<file path="config.mk">
export PLATFORM = sky130hd
export DESIGN_NAME = intc8
export DESIGN_NICKNAME = d
export VERILOG_FILES = /design/src/rtl/intc8_pkg.sv /design/src/rtl/intc8_seq.sv /design/src/rtl/intc8_req.sv /design/src/rtl/intc8_prio.sv /design/src/rtl/intc8.sv
export SDC_FILE = /design/constraint.sdc
export NUM_CORES = 1
export LEC_CHECK = 0
export CAP_MARGIN = 20
export CORE_ASPECT_RATIO = 0.9
export CORE_MARGIN = 2
export CORE_UTILIZATION = 60
export CTS_CLUSTER_DIAMETER = 60
export DETAILED_ROUTE_END_ITERATION = 10
export DONT_BUFFER_PORTS = 1
export PLACE_DENSITY_LB_ADDON = 0.12
export SLEW_MARGIN = 20
export SYNTH_ARGS = -nofsm -noshare
export SYNTH_HDL_FRONTEND = slang
export SYNTH_SLANG_ARGS = --single-unit
</file>
<file path="constraint.sdc">
create_clock -name clk -period 5.5 [get_ports clk]
set_clock_uncertainty 0.1 [all_clocks]
set_input_delay 0.825 -clock clk [delete_from_list [all_inputs] [get_ports clk]]
set_output_delay 0.825 -clock clk [all_outputs]
set_load 0.005 [all_outputs]
</file>
<file path="src/rtl/intc8_pkg.sv">
package intc8_pkg;
    typedef enum logic [2:0] {
        SEQ_OFF = 3'd0,
        SEQ_W2  = 3'd1,
        SEQ_W3  = 3'd2,
        SEQ_W4  = 3'd3,
        SEQ_RDY = 3'd4
    } seq_e;

    localparam int START_BIT  = 4;
    localparam int SINGLE_BIT = 1;
    localparam int MODEW_BIT  = 0;
    localparam int UPM_BIT    = 0;
    localparam logic [7:0] CAS_DEFAULT = 8'h07;
endpackage

</file>
<file path="src/rtl/intc8_seq.sv">
module intc8_seq
    import intc8_pkg::*;
#(
    parameter int DW   = 8,
    parameter int N_IN = 8,
    localparam int IDXW = $clog2(N_IN),
    localparam int BW   = DW - IDXW
) (
    input  logic            clk,
    input  logic            rst_n,
    input  logic            we,
    input  logic            addr,
    input  logic [DW-1:0]   wdata,
    output logic            ready,
    output logic [N_IN-1:0] mask,
    output logic [BW-1:0]   base,
    output logic [DW-1:0]   cascade,
    output logic            upm
);
    typedef struct packed {
        seq_e            state;
        logic [N_IN-1:0] mask;
        logic [BW-1:0]   base;
        logic [DW-1:0]   cas;
        logic            upm;
        logic            single;
        logic            modew;
    } seq_s;

    seq_s seq_d, seq_q;

    always_comb begin
        seq_d = seq_q;
        if (we && !addr && wdata[START_BIT]) begin
            seq_d.state  = SEQ_W2;
            seq_d.mask   = '0;
            seq_d.cas    = CAS_DEFAULT;
            seq_d.upm    = 1'b0;
            seq_d.single = wdata[SINGLE_BIT];
            seq_d.modew  = wdata[MODEW_BIT];
        end else if (we && addr) begin
            case (seq_q.state)
                SEQ_W2: begin
                    seq_d.base = wdata[DW-1:IDXW];
                    if (!seq_q.single)    seq_d.state = SEQ_W3;
                    else if (seq_q.modew) seq_d.state = SEQ_W4;
                    else                  seq_d.state = SEQ_RDY;
                end
                SEQ_W3: begin
                    seq_d.cas   = wdata;
                    seq_d.state = seq_q.modew ? SEQ_W4 : SEQ_RDY;
                end
                SEQ_W4: begin
                    seq_d.upm   = wdata[UPM_BIT];
                    seq_d.state = SEQ_RDY;
                end
                SEQ_RDY: seq_d.mask = wdata[N_IN-1:0];
                default: ;
            endcase
        end
    end

    always_ff @(posedge clk or negedge rst_n) begin
        if (!rst_n) begin
            seq_q.state  <= SEQ_OFF;
            seq_q.mask   <= '0;
            seq_q.base   <= '0;
            seq_q.cas    <= CAS_DEFAULT;
            seq_q.upm    <= 1'b0;
            seq_q.single <= 1'b0;
            seq_q.modew  <= 1'b0;
        end else begin
            seq_q <= seq_d;
        end
    end

    assign ready   = (seq_q.state == SEQ_RDY);
    assign mask    = seq_q.mask;
    assign base    = seq_q.base;
    assign cascade = seq_q.cas;
    assign upm     = seq_q.upm;
endmodule

</file>
<file path="src/rtl/intc8_req.sv">
module intc8_req #(
    parameter int N_IN = 8,
    localparam int IDXW = $clog2(N_IN)
) (
    input  logic            clk,
    input  logic            rst_n,
    input  logic [N_IN-1:0] irq_in,
    input  logic            trig_we,
    input  logic [N_IN-1:0] trig_wd,
    input  logic            clr_valid,
    input  logic [IDXW-1:0] clr_idx,
    output logic [N_IN-1:0] trig,
    output logic [N_IN-1:0] pend
);
    typedef struct packed {
        logic [N_IN-1:0] sync;
        logic [N_IN-1:0] prev;
        logic [N_IN-1:0] latch;
        logic [N_IN-1:0] trig;
    } req_s;

    req_s req_d, req_q;
    logic [N_IN-1:0] rise, clr;

    always_comb begin
        rise  = req_q.sync & ~req_q.prev;
        clr   = clr_valid ? (N_IN'(1) << clr_idx) : '0;
        req_d = req_q;
        req_d.sync  = irq_in;
        req_d.prev  = req_q.sync;
        req_d.latch = (req_q.latch & ~clr) | (rise & ~req_q.trig);
        if (trig_we) req_d.trig = trig_wd;
    end

    always_ff @(posedge clk or negedge rst_n) begin
        if (!rst_n) req_q <= '0;
        else        req_q <= req_d;
    end

    assign trig = req_q.trig;
    assign pend = req_q.latch | (req_q.sync & req_q.trig);
endmodule

</file>
<file path="src/rtl/intc8_prio.sv">
module intc8_prio #(
    parameter int N_IN = 8,
    localparam int IDXW = $clog2(N_IN)
) (
    input  logic [N_IN-1:0] req,
    output logic            any,
    output logic [IDXW-1:0] idx
);
    always_comb begin
        any = |req;
        idx = '0;
        for (int i = N_IN - 1; i >= 0; i--) begin
            if (req[i]) idx = IDXW'(i);
        end
    end
endmodule

</file>
<file path="src/rtl/intc8.sv">
module intc8
    import intc8_pkg::*;
#(
    parameter int DW   = 8,
    parameter int N_IN = 8,
    localparam int IDXW = $clog2(N_IN),
    localparam int BW   = DW - IDXW
) (
    input  logic            clk,
    input  logic            rst_n,
    input  logic            addr,
    input  logic            wr,
    input  logic            rd,
    input  logic            sel_trig,
    input  logic [DW-1:0]   wdata,
    output logic [DW-1:0]   rdata,
    input  logic [N_IN-1:0] irq_in,
    input  logic            ack,
    output logic            int_out,
    output logic [DW-1:0]   vector,
    output logic            ready,
    output logic [DW-1:0]   cfg_cascade,
    output logic            cfg_upm
);
    logic [N_IN-1:0] mask_w, trig_w, pend_w;
    logic [BW-1:0]   base_w;
    logic            any_w;
    logic [IDXW-1:0] idx_w;
    logic [DW-1:0]   rdata_d, rdata_q;

    intc8_seq #(.DW(DW), .N_IN(N_IN)) u_seq (
        .clk     (clk),
        .rst_n   (rst_n),
        .we      (wr && !sel_trig),
        .addr    (addr),
        .wdata   (wdata),
        .ready   (ready),
        .mask    (mask_w),
        .base    (base_w),
        .cascade (cfg_cascade),
        .upm     (cfg_upm)
    );

    intc8_req #(.N_IN(N_IN)) u_req (
        .clk       (clk),
        .rst_n     (rst_n),
        .irq_in    (irq_in),
        .trig_we   (wr && sel_trig),
        .trig_wd   (wdata[N_IN-1:0]),
        .clr_valid (ack && int_out),
        .clr_idx   (idx_w),
        .trig      (trig_w),
        .pend      (pend_w)
    );

    intc8_prio #(.N_IN(N_IN)) u_prio (
        .req (pend_w & ~mask_w),
        .any (any_w),
        .idx (idx_w)
    );

    always_comb begin
        rdata_d = rdata_q;
        if (rd) begin
            if (sel_trig)  rdata_d = trig_w;
            else if (addr) rdata_d = mask_w;
            else           rdata_d = pend_w;
        end
    end

    always_ff @(posedge clk or negedge rst_n) begin
        if (!rst_n) rdata_q <= '0;
        else        rdata_q <= rdata_d;
    end

    assign rdata   = rdata_q;
    assign int_out = ready && any_w;
    assign vector  = {base_w, idx_w};
endmodule

</file>
==> key figures <==
Synthesis
  – Ys flop type: dfrtp_1
  – Synth area leaders: dfrtp_1, mux2_2, o21ai_0
  – Yosys cell types: 45
  – Ys async rst share: 100.0%
  – Post-Syn Nets: 314
  – Sequential area share after synthesis: 54.28%
  – #FFs+latches synth: 67
  – Synthesis Warnings: 0
  – Mapped Avg Cell Area: roughly 11 um2
  – Synth top area share: approximately 52%
  – Synth Cell Area: 3095 um2
  – Cells after Synth: 291
  – Yosys top cell by area: dfrtp_1
  – Post-synth EDFFs: 0

Placement
  – Routability congestion estimate: 0.8507
  – Pre-CTS setup slack: 3.028 ns
  – Cell Area, Placed: ~3000 um2
  – HPWL after DPL: 4.279 mm
  – PortBufs: 0

STA
  – Slew at the pin closest to its max-slew limit: around 0.85 ns
  – Fin Setup TNS: 0 ns
  – Final period util: approximately half
  – Final Max Slew Viols: 0
  – Final WS setup: 2.681 ns
  – Max Fclk: 354.7 MHz
  – RSZ-0062 raised after global routing: false
  – Minimum clock period: about 2.8 ns
  – Setup Viol. Count Final: 0
  – Relative slew slack: 43.24%
  – Count of final hold-check violations: 0

Drt
  – Routed wire length: around 6.3 mm
  – WL/cell: 18.09 um
  – DR vias/cell: 6.020
  – Post-route ant nets: 0
  – Drt drc: 0
  – Via count: 2083
  – Iteration-0 DRC Markers: 146
  – Drt pass-1 iters: 4

Min path
  – Worst hold path type: in2async

Power
  – Net switching power: ~0.37 mW
  – Max VDD drop: 212.8 uV
  – Comb power frac: 14.0%
  – Int Power: 0.9333 mW
  – Total power draw: about 1.3 mW
  – P_leak: around 1.3 nW
  – P per Cell Area: ~400 nW/um2
  – Clock network power share: a little over a third
  – Reg power frac: slightly above 50%
  – Sw frac: 28.16%

Critical path
  – Worst Path Max Fanout: 7
  – Delay-heaviest family, CP: compound AO/OA/AOI/OAI gates
  – Critical Path Slowest Stage Cell: o32ai_2
  – Arrival @ worst endpoint: approximately 1.9 ns
  – CP Buf/Inv Count: 0
  – Max incr delay on CP: 0.59 ns
  – Reg2reg start: u_req.req_d[17]$_DFF_PN0_
  – R2R Setup Slk: 3.33 ns
  – WP depth: 4
  – CP startpoint kind: flip-flop
  – Reg2reg path depth: 5
  – Critical path capture point type: primary output
  – Reg2Reg Capture Point: u_req.req_q[14]$_DFF_PN0_
  – Crit-path cells: a21oi_1, nor2_1, o32a_1, o32ai_2
  – Crit path kind: reg2out
  – CP Data Required Time: 4.58 ns

Global route
  – Initial antenna violation count: 0
  – Grt ovf: 0
  – First-pass GRT wire length: 9.929 mm
  – Vias in the first global route: 1968
  – Largest net degree at the start of global routing: roughly 70
  – GRT Total Usage: between 20% and 30%

Clocking
  – CTS tree: yes
  – H-tree Lvls: 3
  – CTS max path bufs: 2
  – Root buf cell: clkbuf_8
  – Post-CTS sizing: 0
  – Number of CTS-inserted buffers: 9
  – Clk_lat worst skew: 0.34 ns
  – Sink Count: 67
  – Setup Buffers After CTS: 0
  – Clock Pin Slew Worst Setup and Hold Paths: 0.07 ns
  – Hold-fix buffers, CTS: 0

Layout
  – Fin area: 3247 um2
  – Layout cells sized above 1: ~14%
  – Final #Nets: 299
  – Fillers: 403
  – Area Overhead vs Synth: 4.891%
  – # diodes: 0

Status
  – Status: complete, no violations

Flow run
  – Max Cap Violations: 0

Die
  – DIE WIDTH: roughly 80 um
  – Num ports: 50
  – Core region area: 4895 um2
  – Die Y-Extent: roughly 72 um
  – Initial Utilization: 63.24%
  – Rows: 24
  – Die area: 5750 um2
registers in the layout, indices dropped and copies added (netlist names):
name / count
u_req.req_q: 16
rdata: 8
u_req.req_d: 8
u_req.trig: 8
u_seq.cascade: 8
u_seq.mask: 8
u_seq.base: 5
u_seq.seq_q: 5
u_seq.upm: 1
worst max-delay path by stage:
stage | to | start
floorplan | vector[0] | u_req.trig[6]$_DFFE_PN0P_
global placement | vector[0] | u_req.req_d[22]$_DFF_PN0_
detailed placement | u_seq.mask[5]$_DFFE_PN0P_ | wr
CTS | vector[0] | u_req.trig[6]$_DFFE_PN0P_
global route | vector[0] | u_req.req_d[22]$_DFF_PN0_
finish | vector[0] | u_req.trig[6]$_DFFE_PN0P_
synth_stat cells, drive strengths merged (2+ instances only):
cell type	count
dfrtp	64
o21ai	34
a21oi	19
nand2	19
buf	17
mux2	15
nor2	15
inv	13
nor2b	10
clkbuf	9
o21a	9
mux2i	8
o211ai	8
nand3	7
nand2b	5
o22ai	5
a22o	3
dfstp	3
nor3b	3
o31ai	3
a211o	2
a22oi	2
nor3	2
o32a	2
o32ai	2
or4b	2
per-stage QoR:
step / hold slack, ns / std cells / utilization (%)
2_1_floorplan: 0.2741 / 291 / -
3_3_place_gp: 0.2994 / 330 / 61.68
4_1_cts: 0.05133 / 346 / 66.33
6_report: 0.06706 / 346 / 66.33
3_5_place_dp: 0.2949 / 330 / 61.68
5_1_grt: 0.04749 / 346 / 66.33
area by class of cell:
type	count	area, um2	area share (%)
Inverter	14	53.80	1.657
Sequential cell	67	1680	51.75
Tap cell	65	81.33	2.505
Clock buffer	11	141.4	4.355
Multi-Input combinational cell	184	1204	37.07
Clock inverter	5	86.33	2.659
layout by cell type, fill, tap and decap left out, drive strengths merged, types with 3 or more instances in the layout:
cell	synthesis	routed
mux2i	8	8
nor2b	10	10
nand3	7	7
o21a	9	9
clkinv	1	4
nor3b	3	3
o21ai	34	34
o31ai	3	3
nor2	15	15
clkbuf	9	11
a21oi	19	19
o22ai	5	5
nand2b	5	5
inv	13	13
mux2	15	15
nand2	19	19
dfstp	3	3
dfrtp	64	64
o211ai	8	8
a22o	3	3
logic make-up (layout without fill, tap and decap cells):
family	after synthesis	in the layout	share of synthesized area, %
compound gates	94	94	19.28
buf+inv	40	30	6.831
simple gates	67	67	11.56
mux	23	23	8.044
flops	67	67	54.28
routing by layer:
metal | share of wire (%) | routed length, um | track usage [%]
met3 | 4.5 | 282 | 7.090
met4 | 0.77 | 48 | 7.471
met5 | 0 | 0 | 0
met2 | 50 | 3136 | 36.04
met1 | 45 | 2792 | 32.12
power groups by stage:
stage / clock [mW] / sequential [mW] / combinational, mW
2_1_floorplan: 0 / 0.628 / 0.213
3_3_place_gp: 0 / 0.664 / 0.175
3_5_place_dp: 0 / 0.666 / 0.181
4_1_cts: 0.472 / 0.658 / 0.183
5_1_grt: 0.486 / 0.668 / 0.202
6_report: 0.460 / 0.657 / 0.182
Power figures use the tool's default switching activity.
